===== config.mk =====
export PLATFORM = sky130hd
export DESIGN_NAME = alu8_core
export DESIGN_NICKNAME = d
export VERILOG_FILES = /design/src/rtl/alu8_pkg.sv /design/src/rtl/alu8_arith.sv /design/src/rtl/alu8_logic.sv /design/src/rtl/alu8_special.sv /design/src/rtl/alu8_core.sv
export SDC_FILE = /design/constraint.sdc
export NUM_CORES = 1
export LEC_CHECK = 0
export BUFFER_PORTS_ARGS = -buffer_cell sky130_fd_sc_hd__buf_4
export CELL_PAD_IN_SITES_DETAIL_PLACEMENT = 0
export CELL_PAD_IN_SITES_GLOBAL_PLACEMENT = 1
export CORE_MARGIN = 1.5
export CORE_UTILIZATION = 45
export DETAILED_ROUTE_END_ITERATION = 7
export GPL_TIMING_DRIVEN = 0
export PLACE_DENSITY = 0.94
export SLEW_MARGIN = 20
export SYNTH_ARGS = -nofsm -noshare
export SYNTH_HDL_FRONTEND = slang
export SYNTH_SLANG_ARGS = --single-unit
export TNS_END_PERCENT = 50

===== constraint.sdc =====
create_clock -name vclk -period 6.5
set_input_delay 0.65 -clock vclk [all_inputs]
set_output_delay 0.65 -clock vclk [all_outputs]
set_load 0.01 [all_outputs]

===== src/rtl/alu8_pkg.sv =====
package alu8_pkg;

    localparam int DW    = 8;
    localparam int NIB   = DW / 2;
    localparam int OPW   = 5;
    localparam int CCW   = 8;
    localparam int NUNIT = 3;

    localparam int CC_C = 0;
    localparam int CC_V = 1;
    localparam int CC_Z = 2;
    localparam int CC_N = 3;
    localparam int CC_I = 4;
    localparam int CC_H = 5;
    localparam int CC_F = 6;
    localparam int CC_E = 7;

    typedef enum logic [OPW-1:0] {
        OP_ADD      = 5'd0,
        OP_ADDC     = 5'd1,
        OP_SUB      = 5'd2,
        OP_SUBB     = 5'd3,
        OP_CMP      = 5'd4,
        OP_AND      = 5'd5,
        OP_OR       = 5'd6,
        OP_XOR      = 5'd7,
        OP_TESTBITS = 5'd8,
        OP_PASS     = 5'd9,
        OP_TEST     = 5'd10,
        OP_CLEAR    = 5'd11,
        OP_INVERT   = 5'd12,
        OP_NEGATE   = 5'd13,
        OP_INCR     = 5'd14,
        OP_DECR     = 5'd15,
        OP_SHL      = 5'd16,
        OP_SAR      = 5'd17,
        OP_SHR      = 5'd18,
        OP_RCL      = 5'd19,
        OP_RCR      = 5'd20,
        OP_BCDADJ   = 5'd21,
        OP_MUL      = 5'd22,
        OP_SEXT     = 5'd23
    } alu_op_e;

    typedef struct packed {
        logic [DW-1:0]  hi;
        logic [DW-1:0]  lo;
        logic [CCW-1:0] cc;
    } alu_res_t;

    // Write N and Z from a value, leave the rest of the byte alone.
    function automatic logic [CCW-1:0] put_nz(input logic [CCW-1:0] cc,
                                              input logic [DW-1:0]  v);
        logic [CCW-1:0] r;
        r       = cc;
        r[CC_N] = v[DW-1];
        r[CC_Z] = (v == '0);
        return r;
    endfunction

    // Signed overflow of x+y (sub=0) or x-y (sub=1) given the result r.
    function automatic logic signed_ovf(input logic sub,
                                        input logic [DW-1:0] x,
                                        input logic [DW-1:0] y,
                                        input logic [DW-1:0] r);
        logic same_in;
        same_in = (x[DW-1] == y[DW-1]);
        return (sub ? !same_in : same_in) && (r[DW-1] != x[DW-1]);
    endfunction

endpackage


===== src/rtl/alu8_arith.sv =====
module alu8_arith
    import alu8_pkg::*;
(
    input  alu_op_e        op,
    input  logic [DW-1:0]  opa,
    input  logic [DW-1:0]  opb,
    input  logic           c_in,
    input  logic [CCW-1:0] cc_in,
    output alu_res_t       res,
    output logic           hit
);

    logic [DW-1:0]  x, y, r;
    logic           cy, sub, keep_c, set_h, ret_a;
    logic [DW:0]    wide;
    logic [NIB:0]   half;

    always_comb begin
        hit    = 1'b1;
        x      = opa;
        y      = opb;
        cy     = 1'b0;
        sub    = 1'b0;
        keep_c = 1'b0;
        set_h  = 1'b0;
        ret_a  = 1'b0;
        case (op)
            OP_ADD:    set_h = 1'b1;
            OP_ADDC:   begin cy = c_in; set_h = 1'b1; end
            OP_SUB:    sub = 1'b1;
            OP_SUBB:   begin sub = 1'b1; cy = c_in; end
            OP_CMP:    begin sub = 1'b1; ret_a = 1'b1; end
            OP_NEGATE: begin x = '0; y = opa; sub = 1'b1; end
            OP_INCR:   begin y = DW'(1); keep_c = 1'b1; end
            OP_DECR:   begin y = DW'(1); sub = 1'b1; keep_c = 1'b1; end
            default:   hit = 1'b0;
        endcase

        if (sub) wide = {1'b0, x} - {1'b0, y} - (DW+1)'(cy);
        else     wide = {1'b0, x} + {1'b0, y} + (DW+1)'(cy);
        half = {1'b0, x[NIB-1:0]} + {1'b0, y[NIB-1:0]} + (NIB+1)'(cy);
        r    = wide[DW-1:0];

        res.hi        = '0;
        res.lo        = ret_a ? opa : r;
        res.cc        = put_nz(cc_in, r);
        res.cc[CC_V]  = signed_ovf(sub, x, y, r);
        if (!keep_c) res.cc[CC_C] = wide[DW];
        if (set_h)   res.cc[CC_H] = half[NIB];
        if (!hit)    res = '0;
    end

endmodule


===== src/rtl/alu8_logic.sv =====
module alu8_logic
    import alu8_pkg::*;
(
    input  alu_op_e        op,
    input  logic [DW-1:0]  opa,
    input  logic [DW-1:0]  opb,
    input  logic           c_in,
    input  logic [CCW-1:0] cc_in,
    output alu_res_t       res,
    output logic           hit
);

    logic [DW-1:0] val;     // value that drives N and Z
    logic [DW-1:0] outv;    // value returned
    logic          v_clr;   // V forced to 0
    logic          shl;     // left shift family: C/V from top bits
    logic          shr;     // right shift family: C from bit 0
    logic          c_set;

    always_comb begin
        hit   = 1'b1;
        v_clr = 1'b1;
        shl   = 1'b0;
        shr   = 1'b0;
        c_set = 1'b0;
        val   = opa;
        case (op)
            OP_AND:      val = opa & opb;
            OP_OR:       val = opa | opb;
            OP_XOR:      val = opa ^ opb;
            OP_TESTBITS: val = opa & opb;
            OP_PASS:     val = opb;
            OP_TEST:     val = opa;
            OP_CLEAR:    val = '0;
            OP_INVERT:   begin val = ~opa; c_set = 1'b1; end
            OP_SHL:      begin val = {opa[DW-2:0], 1'b0};     shl = 1'b1; v_clr = 1'b0; end
            OP_RCL:      begin val = {opa[DW-2:0], c_in};     shl = 1'b1; v_clr = 1'b0; end
            OP_SAR:      begin val = {opa[DW-1], opa[DW-1:1]}; shr = 1'b1; v_clr = 1'b0; end
            OP_SHR:      begin val = {1'b0, opa[DW-1:1]};     shr = 1'b1; v_clr = 1'b0; end
            OP_RCR:      begin val = {c_in, opa[DW-1:1]};     shr = 1'b1; v_clr = 1'b0; end
            default:     hit = 1'b0;
        endcase

        outv = ((op == OP_TESTBITS) || (op == OP_TEST)) ? opa : val;

        res.hi = '0;
        res.lo = outv;
        res.cc = put_nz(cc_in, val);
        if (v_clr) res.cc[CC_V] = 1'b0;
        if (shl) begin
            res.cc[CC_C] = opa[DW-1];
            res.cc[CC_V] = opa[DW-1] ^ opa[DW-2];
        end
        if (shr)   res.cc[CC_C] = opa[0];
        if (c_set) res.cc[CC_C] = 1'b1;
        if (op == OP_CLEAR) res.cc[CC_C] = 1'b0;
        if (!hit) res = '0;
    end

endmodule


===== src/rtl/alu8_special.sv =====
module alu8_special
    import alu8_pkg::*;
(
    input  alu_op_e        op,
    input  logic [DW-1:0]  opa,
    input  logic [DW-1:0]  opb,
    input  logic [CCW-1:0] cc_in,
    output alu_res_t       res,
    output logic           hit
);

    logic [NIB-1:0]  nib_lo, nib_hi;
    logic            fix_lo, fix_hi;
    logic [DW:0]     bcd_sum;
    logic [2*DW-1:0] prod;

    always_comb begin
        nib_lo  = opa[NIB-1:0];
        nib_hi  = opa[DW-1:NIB];
        fix_lo  = cc_in[CC_H] || (nib_lo > NIB'(9));
        fix_hi  = cc_in[CC_C] || (nib_hi > NIB'(9)) ||
                  ((nib_hi > NIB'(8)) && (nib_lo > NIB'(9)));
        bcd_sum = {1'b0, opa} + {1'b0, (fix_hi ? NIB'(6) : NIB'(0)),
                                       (fix_lo ? NIB'(6) : NIB'(0))};
        prod    = opa * opb;

        hit = 1'b1;
        res = '0;
        case (op)
            OP_BCDADJ: begin
                res.lo       = bcd_sum[DW-1:0];
                res.cc       = put_nz(cc_in, bcd_sum[DW-1:0]);
                res.cc[CC_C] = cc_in[CC_C] | bcd_sum[DW];
            end
            OP_MUL: begin
                res.hi       = prod[2*DW-1:DW];
                res.lo       = prod[DW-1:0];
                res.cc       = cc_in;
                res.cc[CC_Z] = (prod == '0);
                res.cc[CC_C] = prod[DW-1];
            end
            OP_SEXT: begin
                res.hi       = {DW{opa[DW-1]}};
                res.lo       = opa;
                res.cc       = put_nz(cc_in, opa);
            end
            default: hit = 1'b0;
        endcase
    end

endmodule


===== src/rtl/alu8_core.sv =====
module alu8_core
    import alu8_pkg::*;
(
    input  logic [OPW-1:0] op_sel,
    input  logic [DW-1:0]  opa,
    input  logic [DW-1:0]  opb,
    input  logic           c_in,
    input  logic [CCW-1:0] cc_in,
    output logic [DW-1:0]  res_lo,
    output logic [DW-1:0]  res_hi,
    output logic [CCW-1:0] cc_out
);

    alu_op_e            op;
    alu_res_t           unit_res [NUNIT];
    alu_res_t           masked   [NUNIT];
    logic [NUNIT-1:0]   unit_hit;
    alu_res_t           merged;

    assign op = alu_op_e'(op_sel);

    alu8_arith u_arith (
        .op(op), .opa(opa), .opb(opb), .c_in(c_in), .cc_in(cc_in),
        .res(unit_res[0]), .hit(unit_hit[0])
    );

    alu8_logic u_logic (
        .op(op), .opa(opa), .opb(opb), .c_in(c_in), .cc_in(cc_in),
        .res(unit_res[1]), .hit(unit_hit[1])
    );

    alu8_special u_special (
        .op(op), .opa(opa), .opb(opb), .cc_in(cc_in),
        .res(unit_res[2]), .hit(unit_hit[2])
    );

    for (genvar k = 0; k < NUNIT; k++) begin : g_mask
        assign masked[k] = unit_hit[k] ? unit_res[k] : '0;
    end

    always_comb begin
        merged = '0;
        for (int k = 0; k < NUNIT; k++) merged = merged | masked[k];
        if (unit_hit == '0) merged.cc = cc_in;
    end

    assign res_lo = merged.lo;
    assign res_hi = merged.hi;
    assign cc_out = merged.cc;

    always_comb begin
        AST_ONE_UNIT: assert ($onehot0(unit_hit)) else $error("two units claim one code");
        AST_MASK_BITS_KEPT: assert (cc_out[CC_E] == cc_in[CC_E] && cc_out[CC_F] == cc_in[CC_F] &&
                                    cc_out[CC_I] == cc_in[CC_I]) else $error("mask bits changed");
        if (op_sel == OP_CLEAR)
            AST_CLEAR_FLAGS: assert (res_lo == '0 && cc_out[3:0] == 4'b0100) else $error("clear");
        if (op_sel == OP_INVERT)
            AST_INVERT_CARRY: assert (cc_out[CC_C] && ((res_lo ^ opa) == '1)) else $error("invert");
        if (op_sel == OP_INCR || op_sel == OP_DECR)
            AST_STEP_KEEPS_C: assert (cc_out[CC_C] == cc_in[CC_C]) else $error("step carry");
        if (op_sel == OP_MUL)
            AST_MUL_ZERO: assert (cc_out[CC_Z] == (opa == '0 || opb == '0)) else $error("mul zero");
        if (op_sel != OP_MUL && op_sel != OP_SEXT)
            AST_HI_IDLE: assert (res_hi == '0) else $error("high byte");
    end

endmodule


==> flow_metrics.tcl, run 1 <==
set metrics [dict create \
    initial_core_util 0.4612 \
    crit_required_ns 5.85 \
    worstHoldStart "cc_in[6]" \
    netlist_area_sq_um 4977 \
    nClkBuffers 0 \
    cts_hold_buf 0 \
    multi_input_area_sq_um 4478 \
    die_h_um 108.2 \
    syn_nets 840 \
    antenna_left 0 \
    first_global_vias 5090 \
    rsz0062_at_grt "no" \
    track_usage 0.3112 \
    min_path_type "in -> out" \
    period_share 0.9621 \
    ir_worst_vdd_mv 0.1403 \
    p_total_w 0.0008688 \
    min_period_ns 6.254 \
    outcome "complete, no violations" \
    crit_start "opa[3]" \
    fin_ws_ns 0.2465 \
    die_w_um 108.2 \
    power_density_nw_per_um2 157.0 \
    vias 5387 \
    layout_common_cells "inv_1 (88), ha_1 (78), nand2_1 (77)" \
    register_area_sq_um 0 \
    maxCapViolations 0 \
    wl_um 17920 \
    fmax_mhz 159.9 \
    area_growth_pct 11.19 \
    overflow 0 \
    portBuffers 50 \
    num_io_pins 54 \
    ys_types 75 \
    diodes 0 \
    antenna_found_initial 0 \
    wl_per_cell_um 20.50 \
    die-area_sq_um 11700 \
    hold_slack_ns 1.475 \
    critPathArrivalTime_ns 5.60 \
    pre_cts_ws_ns -0.5393 \
    synthMuxAreaShare 0.02941 \
    dr.pass1.iters 5 \
    via_per_inst 6.164 \
    gp_congestion 1.042 \
    drv_slew 0 \
    yosysSeqAreaShare 0 \
    crit_type "in -> out" \
    post_synth_xor_area_fraction 0.05807 \
    core_sq_um 10790 \
    synthAdderAreaFrac 0.3610 \
    setup-violations-final 0 \
    max_slew.worst_pin.slew_ns 0.9889 \
    hpwlAfterDp_um 14860 \
    crit_path_start_kind "primary input" \
    yosys.area_share.simple 0.2250 \
    synth_top_family_by_area "adder cells" \
    fillers 1115 \
    p_leak_nw 2.663 \
    crit_path_end_kind "output port" \
    grt_max_degree 19 \
    drt-initial-drc-count 558 \
    row_count 38 \
    final_common_cell "inv_1" \
    nNetsFinal 885 \
    syn-mean-instance-area_sq_um 7.203 \
    synth-compound-area-share 0.2237 \
    slew_headroom 0.3356 \
    hold_viol_final 0 \
    cp_max_fo 10 \
    grt_pass1_wl_um 27900 \
    route.detailed.drc 0 \
    seq_cell_count 0 \
    drive_gt1_frac 0.1144 \
    syn_inst 691 \
    yosys_warnings 0 \
]
power breakdown:
part	switching (W)	internal [W]	total [W]	leakage, nW
logic	0.000530	0.000339	0.000869	2.66
clock network	0	0	0	0
registers	0	0	0	0
total	0.000530	0.000339	0.000869	2.66
cell usage after synthesis, drive strengths merged, types with 10 or more instances:
cell type | count | area (sq um)
xnor2 | 19 | 166.4
clkbuf | 24 | 90.09
o21ai | 32 | 163.9
inv | 90 | 337.8
nor3 | 15 | 86.34
ha | 78 | 975.9
fa | 41 | 820.8
buf | 11 | 57.55
nand2 | 78 | 295.3
a21oi | 38 | 190.2
nand4 | 10 | 62.56
nor2 | 67 | 251.5
xor2 | 14 | 122.6
o211ai | 12 | 90.09
final cells by class:
cell class | count | area share
Tap cell | 140 | 0.03165
Timing Repair Buffer | 52 | 0.07054
Buffer | 26 | 0.02193
Multi-Input combinational cell | 559 | 0.8092
Inverter | 97 | 0.06670
path summary, 6_finish.rpt:
path                  slack (ns)  cells after the start         to
worst min-delay path        1.47                      2  cc_out[6]
worst max-delay path        0.25                     18  cc_out[2]
per-layer routing:
metal / routed length, um / track usage / part of all wire
met1: 7659 / 0.4303 / 0.43
met2: 8006 / 0.5036 / 0.45
met3: 1637 / 0.04762 / 0.091
met4: 618 / 0.08365 / 0.034
met5: 0 / 0 / 0
cells by family after synthesis:
logic type	Yosys count
AND/OR/NAND/NOR	231
adder cells (fa/ha/maj)	119
XOR/XNOR	33
multiplexers	14
buffers and inverters	132
AO/OA/AOI/OAI	162
what timing repair did:
item	in CTS	in global routing
setup endpoints to repair	3	1
gates resized for setup	6	1
setup buffers	0	2
pin swaps	0	0
worst max-delay path, stage by stage:
cell and delay [ns]:
buf_4 0.17, clkbuf_4 0.27, nand2_1 0.10, fa_1 0.57, fa_1 0.45, fa_1 0.51
fa_1 0.54, inv_1 0.04, ha_1 0.36, nand3_1 0.11, o211ai_1 0.16, o41ai_2 0.39
o21ai_0 0.14, a21oi_1 0.19, xor2_1 0.26, nand4b_1 0.25, a32oi_1 0.26, buf_4 0.15
stage by stage:
| step | cells | setup TNS, ns | utilization | cell area, sq um |
|---|---|---|---|---|
| detailed placement | 881 | -0.8541 | 0.5126 | 5533 |
| floorplan | 691 | 0 | - | 4977 |
| global placement | 881 | -0.6756 | 0.5122 | 5528 |
| CTS | 878 | 0 | 0.5131 | 5538 |
| finish | 874 | 0 | 0.5128 | 5534 |
| global route | 874 | 0 | 0.5128 | 5534 |
Power figures use the tool's default switching activity.
==> run 2, diff against run 1 <==
- PLACE_DENSITY: 0.94 -> default
- PLACE_DENSITY_LB_ADDON: default -> 0.1
==> run 2 against run 1 <==
Effect of this change: utilization rose by 0.37 points; highest routed layer unchanged; flip-flop and latch count did not move; sequential share of layout area did not move; critical path depth did not move; wire length rose by 0.72%; hold slack barely moved; global-route usage rose by 0.93 points; critical path type unchanged; non-clock buffer count rose by 4.
==> flow_metrics.tcl, run 2 (synthesis results as in run 1) <==
set metrics [dict create \
    antenna_left 0 \
    highest_layer "met4" \
    track_usage 0.3205 \
    hold_viol_final 0 \
    die-area_sq_um 11700 \
    maxCapViolations 0 \
    drive_gt1_frac 0.1206 \
    drv_slew 0 \
    nClkBuffers 0 \
    fmax_mhz 161.6 \
    antenna_found_initial 0 \
    cp_max_fo 10 \
    diodes 0 \
    outcome "complete, no violations" \
    via_per_inst 6.121 \
    rsz0062_at_grt "no" \
    max_slew.worst_pin.slew_ns 1.111 \
    critPathArrivalTime_ns 5.54 \
    wl_met3_um 1504 \
    hpwlAfterDp_um 15080 \
    grt_max_degree 19 \
    fin_util 0.5165 \
    row_count 38 \
    wl_met1_um 8000 \
    portBuffers 50 \
    overflow 0 \
    pre_cts_ws_ns -0.5352 \
    grt_pass1_wl_um 28920 \
    seq_cell_count 0 \
    design_area_sq_um 5574 \
    drt-initial-drc-count 497 \
    route.detailed.drc 0 \
    min_period_ns 6.188 \
    setup-tns-final_ns 0 \
    final_common_cell "inv_1" \
    first_global_vias 5197 \
    fin_ws_ns 0.3117 \
    crit_path_end_kind "output port" \
    initial_core_util 0.4612 \
    ir_worst_vdd_mv 0.1837 \
    dr.pass1.iters 6 \
    gp_congestion 0.9959 \
    crit_required_ns 5.85 \
    num_io_pins 54 \
    core_sq_um 10790 \
    die_w_um 108.2 \
    wl_um 18050 \
    period_share 0.9521 \
    crit_path_start_kind "primary input" \
    setup-violations-final 0 \
    power_density_nw_per_um2 156.8 \
    nNetsFinal 889 \
    cts_hold_buf 0 \
    routed-wl-met2_um 7967 \
    p_total_w 0.0008739 \
    place_area_sq_um 5533 \
    register_area_sq_um 0 \
    layout_common_cells "inv_1 (87), ha_1 (78), nand2_1 (77)" \
    vias 5374 \
    die_h_um 108.2 \
    wl_per_cell_um 20.56 \
    crit_type "in -> out" \
    p_leak_nw 2.679 \
    min_path_type "in -> out" \
    area_growth_pct 11.99 \
    slew_headroom 0.2577 \
]
run 2: final cells by class:
cell class         instances  area, sq um
plain buffers             26        116.4
well taps                140        175.2
multi-input cells        559         4489
fillers                 1122         5219
repair buffers            56        420.4
inverters                 97        372.9
run 2: stage by stage:
stage | cells | hold WS [ns]
after floorplan | 691 | 1.402
after global placement | 881 | 1.474
after detailed placement | 881 | 1.477
after CTS | 877 | 1.477
after global routing | 878 | 1.493
final | 878 | 1.475
run 2: worst paths after layout:
kind	start	to	slack, ns	depth (start not counted)
hold / removal	cc_in[6]	cc_out[6]	1.48	2
setup / recovery	opa[3]	cc_out[2]	0.31	18
run 2: report_power, final:
group / switching, W / internal [W]
logic: 0.000527 / 0.000347
registers: 0 / 0
clock network: 0 / 0
total: 0.000527 / 0.000347
run 2: routing by layer:
layer | GRT usage | vias to the layer above
met1 | 0.4598 | 2587
met5 | 0 | -
met2 | 0.5063 | 247
li1 | - | 2501
met3 | 0.03677 | 39
met4 | 0.08835 | 0
run 2: worst max-delay path, stage by stage:
cell and delay (ns):
buf_4 0.16, clkbuf_2 0.32, nand2_1 0.13, fa_1 0.57
fa_1 0.44, fa_1 0.52, fa_1 0.54, inv_1 0.04
ha_1 0.36, nand3_1 0.11, o211ai_1 0.19, o41ai_4 0.37
o21ai_0 0.14, a21oi_1 0.19, xor2_1 0.19, nand4b_1 0.18
a32oi_1 0.26, buf_4 0.16
run 2: repair_timing:
item / CTS / global route
cloned: 0 / 0
resized for setup: 4 / 4
setup buffers: 0 / 6
endpoints found under the setup margin: 3 / 3
hold endpoints to repair: 0 / 0
